[config.mk]
export PLATFORM = sky130hd
export DESIGN_NAME = reload_interval_timer
export DESIGN_NICKNAME = d
export VERILOG_FILES = /design/src/rtl/rit_pkg.sv /design/src/rtl/rit_regs.sv /design/src/rtl/rit_counter.sv /design/src/rtl/rit_ctrl.sv /design/src/rtl/reload_interval_timer.sv
export SDC_FILE = /design/constraint.sdc
export NUM_CORES = 1
export LEC_CHECK = 0
export CAP_MARGIN = 0
export CORE_MARGIN = 1
export CORE_UTILIZATION = 28
export DETAILED_ROUTE_END_ITERATION = 10
export GPL_TIMING_DRIVEN = 1
export PLACE_DENSITY = 0.51
export SYNTH_ARGS = -nofsm -noshare
export SYNTH_HDL_FRONTEND = slang
export SYNTH_SLANG_ARGS = --single-unit
[constraint.sdc]
create_clock -name clk -period 3.4 [get_ports clk]
set_input_delay 0.34 -clock clk [delete_from_list [all_inputs] [get_ports clk]]
set_output_delay 0.34 -clock clk [all_outputs]
set_load 0.01 [all_outputs]
[src/rtl/rit_pkg.sv]
package rit_pkg;
    typedef enum logic [1:0] {
        ST_IDLE  = 2'd0,
        ST_ARMED = 2'd1,
        ST_RUN   = 2'd2
    } rit_state_e;
endpackage

[src/rtl/rit_regs.sv]
// Software-written reload value and start-interrupt configuration bit.
module rit_regs #(
    parameter int CNT_W = 16
) (
    input  logic             clk,
    input  logic             rst_n,
    input  logic             data_wr,
    input  logic [CNT_W-1:0] data_in,
    input  logic             cfg_wr,
    input  logic             cfg_start_irq,
    output logic [CNT_W-1:0] reload_q,
    output logic             start_irq_q
);
    always_ff @(posedge clk) begin
        if (!rst_n) begin
            reload_q    <= '0;
            start_irq_q <= 1'b0;
        end else begin
            if (data_wr) reload_q    <= data_in;
            if (cfg_wr)  start_irq_q <= cfg_start_irq;
        end
    end
endmodule

[src/rtl/rit_counter.sv]
// Down counter that loads on command and reports zero.
module rit_counter #(
    parameter int CNT_W = 16
) (
    input  logic             clk,
    input  logic             rst_n,
    input  logic             do_load,
    input  logic             do_dec,
    input  logic [CNT_W-1:0] reload_val,
    output logic [CNT_W-1:0] cnt_q,
    output logic             cnt_zero
);
    localparam logic [CNT_W-1:0] RESET_VAL = '1;
    localparam logic [CNT_W-1:0] ONE       = CNT_W'(1);

    always_ff @(posedge clk) begin
        if (!rst_n) begin
            cnt_q <= RESET_VAL;
        end else if (do_load) begin
            cnt_q <= reload_val;
        end else if (do_dec) begin
            cnt_q <= cnt_q - ONE;
        end
    end

    assign cnt_zero = (cnt_q == '0);
endmodule

[src/rtl/rit_ctrl.sv]
// Channel state machine: IDLE, ARMED, RUN.
module rit_ctrl
    import rit_pkg::*;
(
    input  logic clk,
    input  logic rst_n,
    input  logic start_wr,
    input  logic stop_wr,
    input  logic tick,
    input  logic cnt_zero,
    input  logic start_irq_en,
    output logic enabled,
    output logic running,
    output logic do_load,
    output logic do_dec,
    output logic irq
);
    rit_state_e state_q, state_d;
    logic       irq_d;

    // State register
    always_ff @(posedge clk) begin
        if (!rst_n) state_q <= ST_IDLE;
        else        state_q <= state_d;
    end

    // Next-state logic; stop has priority over start and tick
    always_comb begin
        state_d = state_q;
        unique case (state_q)
            ST_IDLE:  if (start_wr && !stop_wr) state_d = ST_ARMED;
            ST_ARMED: begin
                if (stop_wr)   state_d = ST_IDLE;
                else if (tick) state_d = ST_RUN;
            end
            ST_RUN:   if (stop_wr) state_d = ST_IDLE;
            default:  state_d = ST_IDLE;
        endcase
    end

    // Output decode
    always_comb begin
        do_load = 1'b0;
        do_dec  = 1'b0;
        irq_d   = 1'b0;
        unique case (state_q)
            ST_IDLE: ;
            ST_ARMED: begin
                if (tick && !stop_wr) begin
                    do_load = 1'b1;
                    irq_d   = start_irq_en;
                end
            end
            ST_RUN: begin
                if (tick && !stop_wr) begin
                    if (cnt_zero) begin
                        do_load = 1'b1;
                        irq_d   = 1'b1;
                    end else begin
                        do_dec  = 1'b1;
                    end
                end
            end
            default: ;
        endcase
    end

    always_ff @(posedge clk) begin
        if (!rst_n) irq <= 1'b0;
        else        irq <= irq_d;
    end

    assign enabled = (state_q != ST_IDLE);
    assign running = (state_q == ST_RUN);

    AST_START_ENABLES: assert property (@(posedge clk) disable iff (!rst_n)
        (!enabled && start_wr && !stop_wr) |=> enabled);
    AST_STOP_DISABLES: assert property (@(posedge clk) disable iff (!rst_n)
        stop_wr |=> !enabled);
    AST_IDLE_QUIET: assert property (@(posedge clk) disable iff (!rst_n)
        !enabled |-> !irq);
    AST_IRQ_AFTER_TICK: assert property (@(posedge clk) disable iff (!rst_n)
        irq |-> $past(tick));
    AST_RESTART_IGNORED: assert property (@(posedge clk) disable iff (!rst_n)
        (running && start_wr && !stop_wr) |=> running);
endmodule

[src/rtl/reload_interval_timer.sv]
module reload_interval_timer #(
    parameter int CNT_W = 16
) (
    input  logic             clk,
    input  logic             rst_n,
    input  logic             tick,
    input  logic             start_wr,
    input  logic             stop_wr,
    input  logic             data_wr,
    input  logic [CNT_W-1:0] data_in,
    input  logic             cfg_wr,
    input  logic             cfg_start_irq,
    output logic             enabled,
    output logic [CNT_W-1:0] count,
    output logic             irq
);
    logic [CNT_W-1:0] reload_q;
    logic             start_irq_q;
    logic             cnt_zero;
    logic             do_load;
    logic             do_dec;
    logic             running;

    rit_regs #(.CNT_W(CNT_W)) u_regs (
        .clk           (clk),
        .rst_n         (rst_n),
        .data_wr       (data_wr),
        .data_in       (data_in),
        .cfg_wr        (cfg_wr),
        .cfg_start_irq (cfg_start_irq),
        .reload_q      (reload_q),
        .start_irq_q   (start_irq_q)
    );

    rit_ctrl u_ctrl (
        .clk          (clk),
        .rst_n        (rst_n),
        .start_wr     (start_wr),
        .stop_wr      (stop_wr),
        .tick         (tick),
        .cnt_zero     (cnt_zero),
        .start_irq_en (start_irq_q),
        .enabled      (enabled),
        .running      (running),
        .do_load      (do_load),
        .do_dec       (do_dec),
        .irq          (irq)
    );

    rit_counter #(.CNT_W(CNT_W)) u_cnt (
        .clk        (clk),
        .rst_n      (rst_n),
        .do_load    (do_load),
        .do_dec     (do_dec),
        .reload_val (reload_q),
        .cnt_q      (count),
        .cnt_zero   (cnt_zero)
    );

    AST_NO_TICK_HOLD: assert property (@(posedge clk) disable iff (!rst_n)
        !tick |=> $stable(count));
    AST_DEC_BY_ONE: assert property (@(posedge clk) disable iff (!rst_n)
        (running && tick && !stop_wr && count != '0) |=> count == $past(count) - CNT_W'(1));
    AST_WRAP_RELOAD: assert property (@(posedge clk) disable iff (!rst_n)
        (running && tick && !stop_wr && count == '0) |=> (irq && count == $past(reload_q)));
    AST_LAUNCH_LOAD: assert property (@(posedge clk) disable iff (!rst_n)
        (enabled && !running && tick && !stop_wr) |=> (running && count == $past(reload_q)));
    AST_LAUNCH_IRQ: assert property (@(posedge clk) disable iff (!rst_n)
        (enabled && !running && tick && !stop_wr) |=> irq == $past(start_irq_q));
    AST_STOP_FREEZE: assert property (@(posedge clk) disable iff (!rst_n)
        stop_wr |=> $stable(count));
endmodule

==> results.sh, run 1 <==
export IMPL_status="complete, no violations"
export IMPL_setup_viol=0
export IMPL_synth_seq_cells=36
export IMPL_cts_hold_buf=0
export IMPL_layout_drive_gt1_share_pct=13.1
export IMPL_yosysTopAreaCell="dfxtp_1"
export IMPL_skew_ns=0.0129
export IMPL_wl_per_cell_um=13.8
export IMPL_syn_to_final_growth_pct=30.5
export IMPL_ant_nets=0
export IMPL_path_class="reg -> reg"
export IMPL_core_area_um2=6390
export IMPL_drv_cap=0
export IMPL_die_height_um=83.5
export IMPL_whs_ns=0.469
export IMPL_p_leak_nw=0.982
export IMPL_grt_max_degree=21
export IMPL_clk_latency_ns=0.29
export IMPL_end_kind="register"
export IMPL_post_cts_buffers=0
export IMPL_path_clk_slew_ns=0.08
export IMPL_irDropWorstVdd_v=0.000134
export IMPL_critPathRequiredTime_ns=3.61
export IMPL_rows=29
export IMPL_layout_min_cycle_time_ns=2.17
export IMPL_synth_avg_cell_area_um2=10.4
export IMPL_cts_buffer_depth=2
export IMPL_reg2reg_to="u_cnt.cnt_q[15]$_SDFFE_PN1P_"
export IMPL_report_final_hold_viol_count=0
export IMPL_synthTopCellsByArea="dfxtp_1 (39%), mux2i_1 (9.1%), a2bb2oi_2 (8.1%)"
export IMPL_cts_resized=0
export IMPL_multi_input_area_um2=1070
export IMPL_worstMarginPinSlew_ns=0.986
export IMPL_cp_max_fo=10
export IMPL_synthesis_area_um2=1860
export IMPL_finalMaxSlewViolations=0
export IMPL_synth_ff_type="dfxtp_1"
export IMPL_slowest_stage="nor4b_2"
export IMPL_synth_edf_count=0
export IMPL_ys_types=43
export IMPL_setup_tns_ns=0
export IMPL_grtUsageTotal_pct=12.8
export IMPL_antenna_found_initial=0
export IMPL_yosysTopAreaCellShare_pct=38.7
export IMPL_internal_power_w=0.000726
export IMPL_power_density_nw_per_um2=402
export IMPL_r2r_start="u_cnt.cnt_q[0]$_SDFFE_PN1P_"
export IMPL_holdPathStages=1
export IMPL_antenna_cells=0
export IMPL_cts_max_level=2
export IMPL_grt_pass1_wl_mm=6.91
export IMPL_ys_seq_area_share_pct=38.7
export IMPL_max_freq_ghz=0.460
export IMPL_ys_top_cells_by_count="dfxtp_1 (36), nor2_1 (22), mux2i_1 (17)"
export IMPL_fp_dieW_um=83.5
export IMPL_fillers=675
export IMPL_synth_nets=208
export IMPL_io_pins=42
export IMPL_path_cells="inv_1 > ha_1 > nor4b_2 > nand4_4 > o21ai_4 > nor2_2 > buf_4 > a2bb2oi_1"
export IMPL_fin_nets=250
export IMPL_r2r_setup_slack_ns=1.23
export IMPL_overflow=0
export IMPL_synth_most_common_cell="dfxtp_1"
export IMPL_switchingPower_w=0.000251
export IMPL_seq_area_um2=721
export IMPL_hp_start="u_regs.reload_q[1]$_SDFFE_PN0P_"
export IMPL_tritoncts="built"
export IMPL_drtIter0Drc=79
export IMPL_via_count=1407
export IMPL_cts_buffers=5
export IMPL_power_frac_seq_pct=48.5
export IMPL_portBuffers=41
export IMPL_cts_root_buf="clkbuf_8"
export IMPL_async_reset_ff_share_pct=0
export IMPL_dr_pass1_iters=4
export IMPL_swShare_pct=25.7
export IMPL_drt_wl_total_mm=4.11
export IMPL_cts_sinks=36
export IMPL_period_share_pct=64.0
export IMPL_holdCritPathClass="reg -> reg"
export IMPL_routed_via_density=4.72
export IMPL_syn_inst=179
export IMPL_place_hpwl_mm=3.05
export IMPL_reg2reg_depth=8
export IMPL_min_to="u_cnt.cnt_q[1]$_SDFFE_PN1P_"
export IMPL_gp_congestion=0.745
export IMPL_slew_headroom_pct=34.1
export IMPL_crit_arrival_ns=2.39
export IMPL_grt_pass1_vias=1388
export IMPL_comb_power_share_pct=17.9
export IMPL_rsz0062_at_grt="false"
export IMPL_drt_drc_violations_left=0
export IMPL_worst_setup_path_start_kind="register"
export IMPL_die_area_um2=6970
export IMPL_finalPower_w=0.000977
export IMPL_initial_core_util_pct=29.1
export IMPL_yosys_warnings=0
export IMPL_pwr_share_clk_pct=33.7
export IMPL_cpPeakStageDelay_ns=0.40
worst max path at each step:
stage | end | start | depth (start not counted)
6_report | u_cnt.cnt_q[15]$_SDFFE_PN1P_ | u_cnt.cnt_q[0]$_SDFFE_PN1P_ | 8
5_1_grt | u_cnt.cnt_q[15]$_SDFFE_PN1P_ | u_cnt.cnt_q[0]$_SDFFE_PN1P_ | 8
4_1_cts | u_cnt.cnt_q[15]$_SDFFE_PN1P_ | u_cnt.cnt_q[0]$_SDFFE_PN1P_ | 8
3_5_place_dp | u_cnt.cnt_q[9]$_SDFFE_PN1P_ | stop_wr | 6
3_3_place_gp | u_cnt.cnt_q[9]$_SDFFE_PN1P_ | stop_wr | 6
2_1_floorplan | u_cnt.cnt_q[9]$_SDFFE_PN1P_ | u_cnt.cnt_q[0]$_SDFFE_PN1P_ | 7
per-stage QoR:
step | setup slack [ns] | utilization [%] | instances | cell area, µm²
6_report | 1.23 | 38.0 | 298 | 2430
5_1_grt | 1.04 | 38.0 | 298 | 2430
4_1_cts | 1.22 | 38.0 | 298 | 2430
3_5_place_dp | 1.12 | 36.5 | 291 | 2330
3_3_place_gp | 1.14 | 36.5 | 291 | 2330
2_1_floorplan | 1.56 | - | 179 | 1860
layer usage:
metal,share of wire [%],routed length (µm),global-route usage (%),up-vias
met5,0,0,0,-
met4,2.0,82,5.55,0
met3,3.3,136,3.36,6
met2,44,1790,19.0,26
met1,51,2100,17.4,645
li1,-,-,-,730
layout by cell type (no fill, tap or decap), types with 6 or more instances in the layout:
cell             count
clkdlybuf4s50_1     41
dfxtp_1             36
nor2_1              22
mux2i_1             17
a2bb2oi_2           10
xnor2_1              8
inv_1                7
clkbuf_8             7
xor2_1               6
flip-flops by register name, summed over array words and instances (netlist names):
signal              flops
u_regs.start_irq_q      1
u_ctrl.irq              1
u_ctrl.state_q          2
u_cnt.cnt_q            16
u_regs.reload_q        16
power by group through the flow:
| stage | Clock [W] | Combinational [W] | Sequential [W] |
|---|---|---|---|
| after floorplan | 0 | 0.000103 | 0.000481 |
| after detailed placement | 0 | 0.000176 | 0.000483 |
| after CTS | 0.000342 | 0.000177 | 0.000474 |
| after global routing | 0.000360 | 0.000191 | 0.000477 |
| final | 0.000329 | 0.000175 | 0.000473 |
| after global placement | 0 | 0.000177 | 0.000483 |
worst max-delay path: cells and delay by family (launching register included):
kind                     cells  cell delay, ns
AO/OA/AOI/OAI                2            0.42
adder cells (fa/ha/maj)      1            0.19
buffers and inverters        2            0.35
flip-flops                   1            0.33
AND/OR/NAND/NOR              3            0.80
kinds of logic after synthesis:
| logic type | share of synthesized area, % |
|---|---|
| fa+ha+maj | 3.36 |
| mux | 9.15 |
| simple gates | 23.3 |
| compound gates | 15.1 |
| flops | 38.7 |
| buf+inv | 3.77 |
| xor+xnor | 6.59 |
area by class of cell:
class                   count  share of cell area, %
repair buffers             42                   17.2
flip-flops and latches     36                   29.7
well taps                  77                   3.97
multi-input cells         129                   44.1
clock buffers               7                   3.97
inverters                   7                   1.08
(Power assumes the default switching activity.)
==> run 2: changes to the inputs <==
PLACE_DENSITY = 0.52   (was 0.51)
clock period = 1.8 ns   (was 3.4 ns; I/O delays follow)
==> results.sh, run 2 (synthesis gave the netlist of run 1 again) <==
export IMPL_p_leak_nw=1.18
export IMPL_fillers=615
export IMPL_skew_ns=0.00568
export IMPL_cp_max_fo=2
export IMPL_period_share_pct=102
export IMPL_gp_congestion=0.798
export IMPL_cts_buffer_depth=2
export IMPL_cts_root_buf="clkbuf_8"
export IMPL_antenna_cells=0
export IMPL_cts_max_level=2
export IMPL_holdPathStages=1
export IMPL_cts_buffers=5
export IMPL_grt_max_degree=20
export IMPL_fp_dieW_um=83.5
export IMPL_cts_sinks=36
export IMPL_tritoncts="built"
export IMPL_layout_common_cells="clkdlybuf4s50_1 (41), dfxtp_1 (35), buf_4 (31)"
export IMPL_dr_pass1_iters=4
export IMPL_end_kind="register"
export IMPL_path_cells="inv_2 > ha_4 > or4b_4 > buf_6 > o211ai_1 > nor3_1 > xnor2_1 > a2bb2oi_2"
export IMPL_place_hpwl_mm=3.31
export IMPL_drv_cap=0
export IMPL_power_density_nw_per_um2=653
export IMPL_finalMaxSlewViolations=0
export IMPL_antenna_found_initial=0
export IMPL_path_class="reg -> reg"
export IMPL_drtIter0Drc=56
export IMPL_path_clk_slew_ns=0.07
export IMPL_die_height_um=83.5
export IMPL_pre_cts_ws_ns=-0.298
export IMPL_drt_drc_violations_left=0
export IMPL_grt_pass1_wl_mm=7.67
export IMPL_slowest_stage="or4b_4"
export IMPL_max_freq_ghz=0.544
export IMPL_ant_nets=0
export IMPL_setup_viol=4
export IMPL_setup_ws_ns=-0.0377
export IMPL_holdCritPathClass="reg -> reg"
export IMPL_report_final_hold_viol_count=0
export IMPL_routed_via_density=4.63
export IMPL_layout_min_cycle_time_ns=1.84
export IMPL_fin_nets=287
export IMPL_cpPeakStageDelay_ns=0.48
export IMPL_grtUsageTotal_pct=14.0
export IMPL_drt_wl_total_mm=4.57
export IMPL_worst_setup_path_start_kind="register"
export IMPL_overflow=0
export IMPL_slew_headroom_pct=78.7
export IMPL_portBuffers=41
export IMPL_initial_core_util_pct=29.1
export IMPL_rows=29
export IMPL_post_route_util_pct=44.6
export IMPL_violations="setup timing"
export IMPL_status="complete, but fails checks"
export IMPL_reg2reg_depth=8
export IMPL_layout_drive_gt1_share_pct=32.8
export IMPL_clk_latency_ns=0.29
export IMPL_syn_to_final_growth_pct=53.1
export IMPL_critPathRequiredTime_ns=1.98
export IMPL_io_pins=42
export IMPL_wl_per_cell_um=13.6
export IMPL_worstMarginPinSlew_ns=0.316
export IMPL_rsz0062_at_grt="true"
export IMPL_die_area_um2=6970
export IMPL_finalPower_w=0.00186
export IMPL_crit_arrival_ns=2.02
export IMPL_mostFrequentLayoutCell="clkdlybuf4s50_1"
export IMPL_core_area_um2=6390
export IMPL_irDropWorstVdd_v=0.000355
export IMPL_via_count=1556
export IMPL_reg_top3="u_cnt.cnt_q (16), u_regs.reload_q (16), u_ctrl.state_q (2)"
export IMPL_grt_pass1_vias=1581
run 2: cell types whose count changed in the layout (fill, tap and decap cells not counted), moves of 3 or more:
cell,delta
buf_6,+5
buf_4,+30
nor4_1,-3
ha_1,-3
run 2: worst max-delay path, delay by kind of cell, from the launching register on:
kind            cells  cell delay, ns
buf+inv             2            0.21
xor+xnor            1            0.17
flops               1            0.33
fa+ha+maj           1            0.14
compound gates      2            0.29
simple gates        2            0.58
run 2: cell type report:
| type | instances | area [µm²] | area share, % |
|---|---|---|---|
| tap | 77 | 96.3 | 3.38 |
| timing repair buffer | 79 | 724 | 25.4 |
| clock inverter | 3 | 18.8 | 0.659 |
| multi-input combinational | 129 | 1190 | 41.8 |
| inverter | 7 | 26.3 | 0.923 |
| sequential | 36 | 722 | 25.4 |
| clock buffer | 5 | 68.8 | 2.42 |
run 2: per-layer routing:
metal	share of wire, %	global-route usage [%]	wire length, µm
met1	48	18.1	2170
met2	47	22.7	2160
met3	3.5	2.87	159
met4	1.5	5.55	69
met5	0	0	0
run 2: power breakdown:
part	internal (W)	switching (W)	total, W
combinational	0.000237	0.000178	0.000415
sequential	0.000846	0.0000353	0.000881
clock	0.000269	0.000294	0.000563
total	0.00135	0.000507	0.00186
run 2: worst paths after layout:
check | slack (ns) | to | startpoint
worst max-delay path | -0.04 | u_cnt.cnt_q[13]$_SDFFE_PN1P_ | u_cnt.cnt_q[1]$_SDFFE_PN1P_
worst max register to register | -0.04 | u_cnt.cnt_q[13]$_SDFFE_PN1P_ | u_cnt.cnt_q[1]$_SDFFE_PN1P_
worst min register to register | 0.48 | u_cnt.cnt_q[1]$_SDFFE_PN1P_ | u_regs.reload_q[1]$_SDFFE_PN0P_
worst min-delay path | 0.48 | u_cnt.cnt_q[1]$_SDFFE_PN1P_ | u_regs.reload_q[1]$_SDFFE_PN0P_
run 2: timing repair:
item	4_1_cts	5_1_grt
resized for setup	12	15
hold buffers	0	0
buffers inserted	0	4
setup endpoints to repair	15	17
pin swaps	8	10
cloned	0	1
run 2: through the flow:
stage	instances	hold slack (ns)	instance area, µm²	TNS, ns
global route	336	0.495	2850	-0.860
finish	336	0.476	2850	-0.143
CTS	331	0.478	2720	-0.236
global placement	323	0.453	2580	-2.82
floorplan	179	0.299	1870	0
detailed placement	323	0.459	2580	-3.94
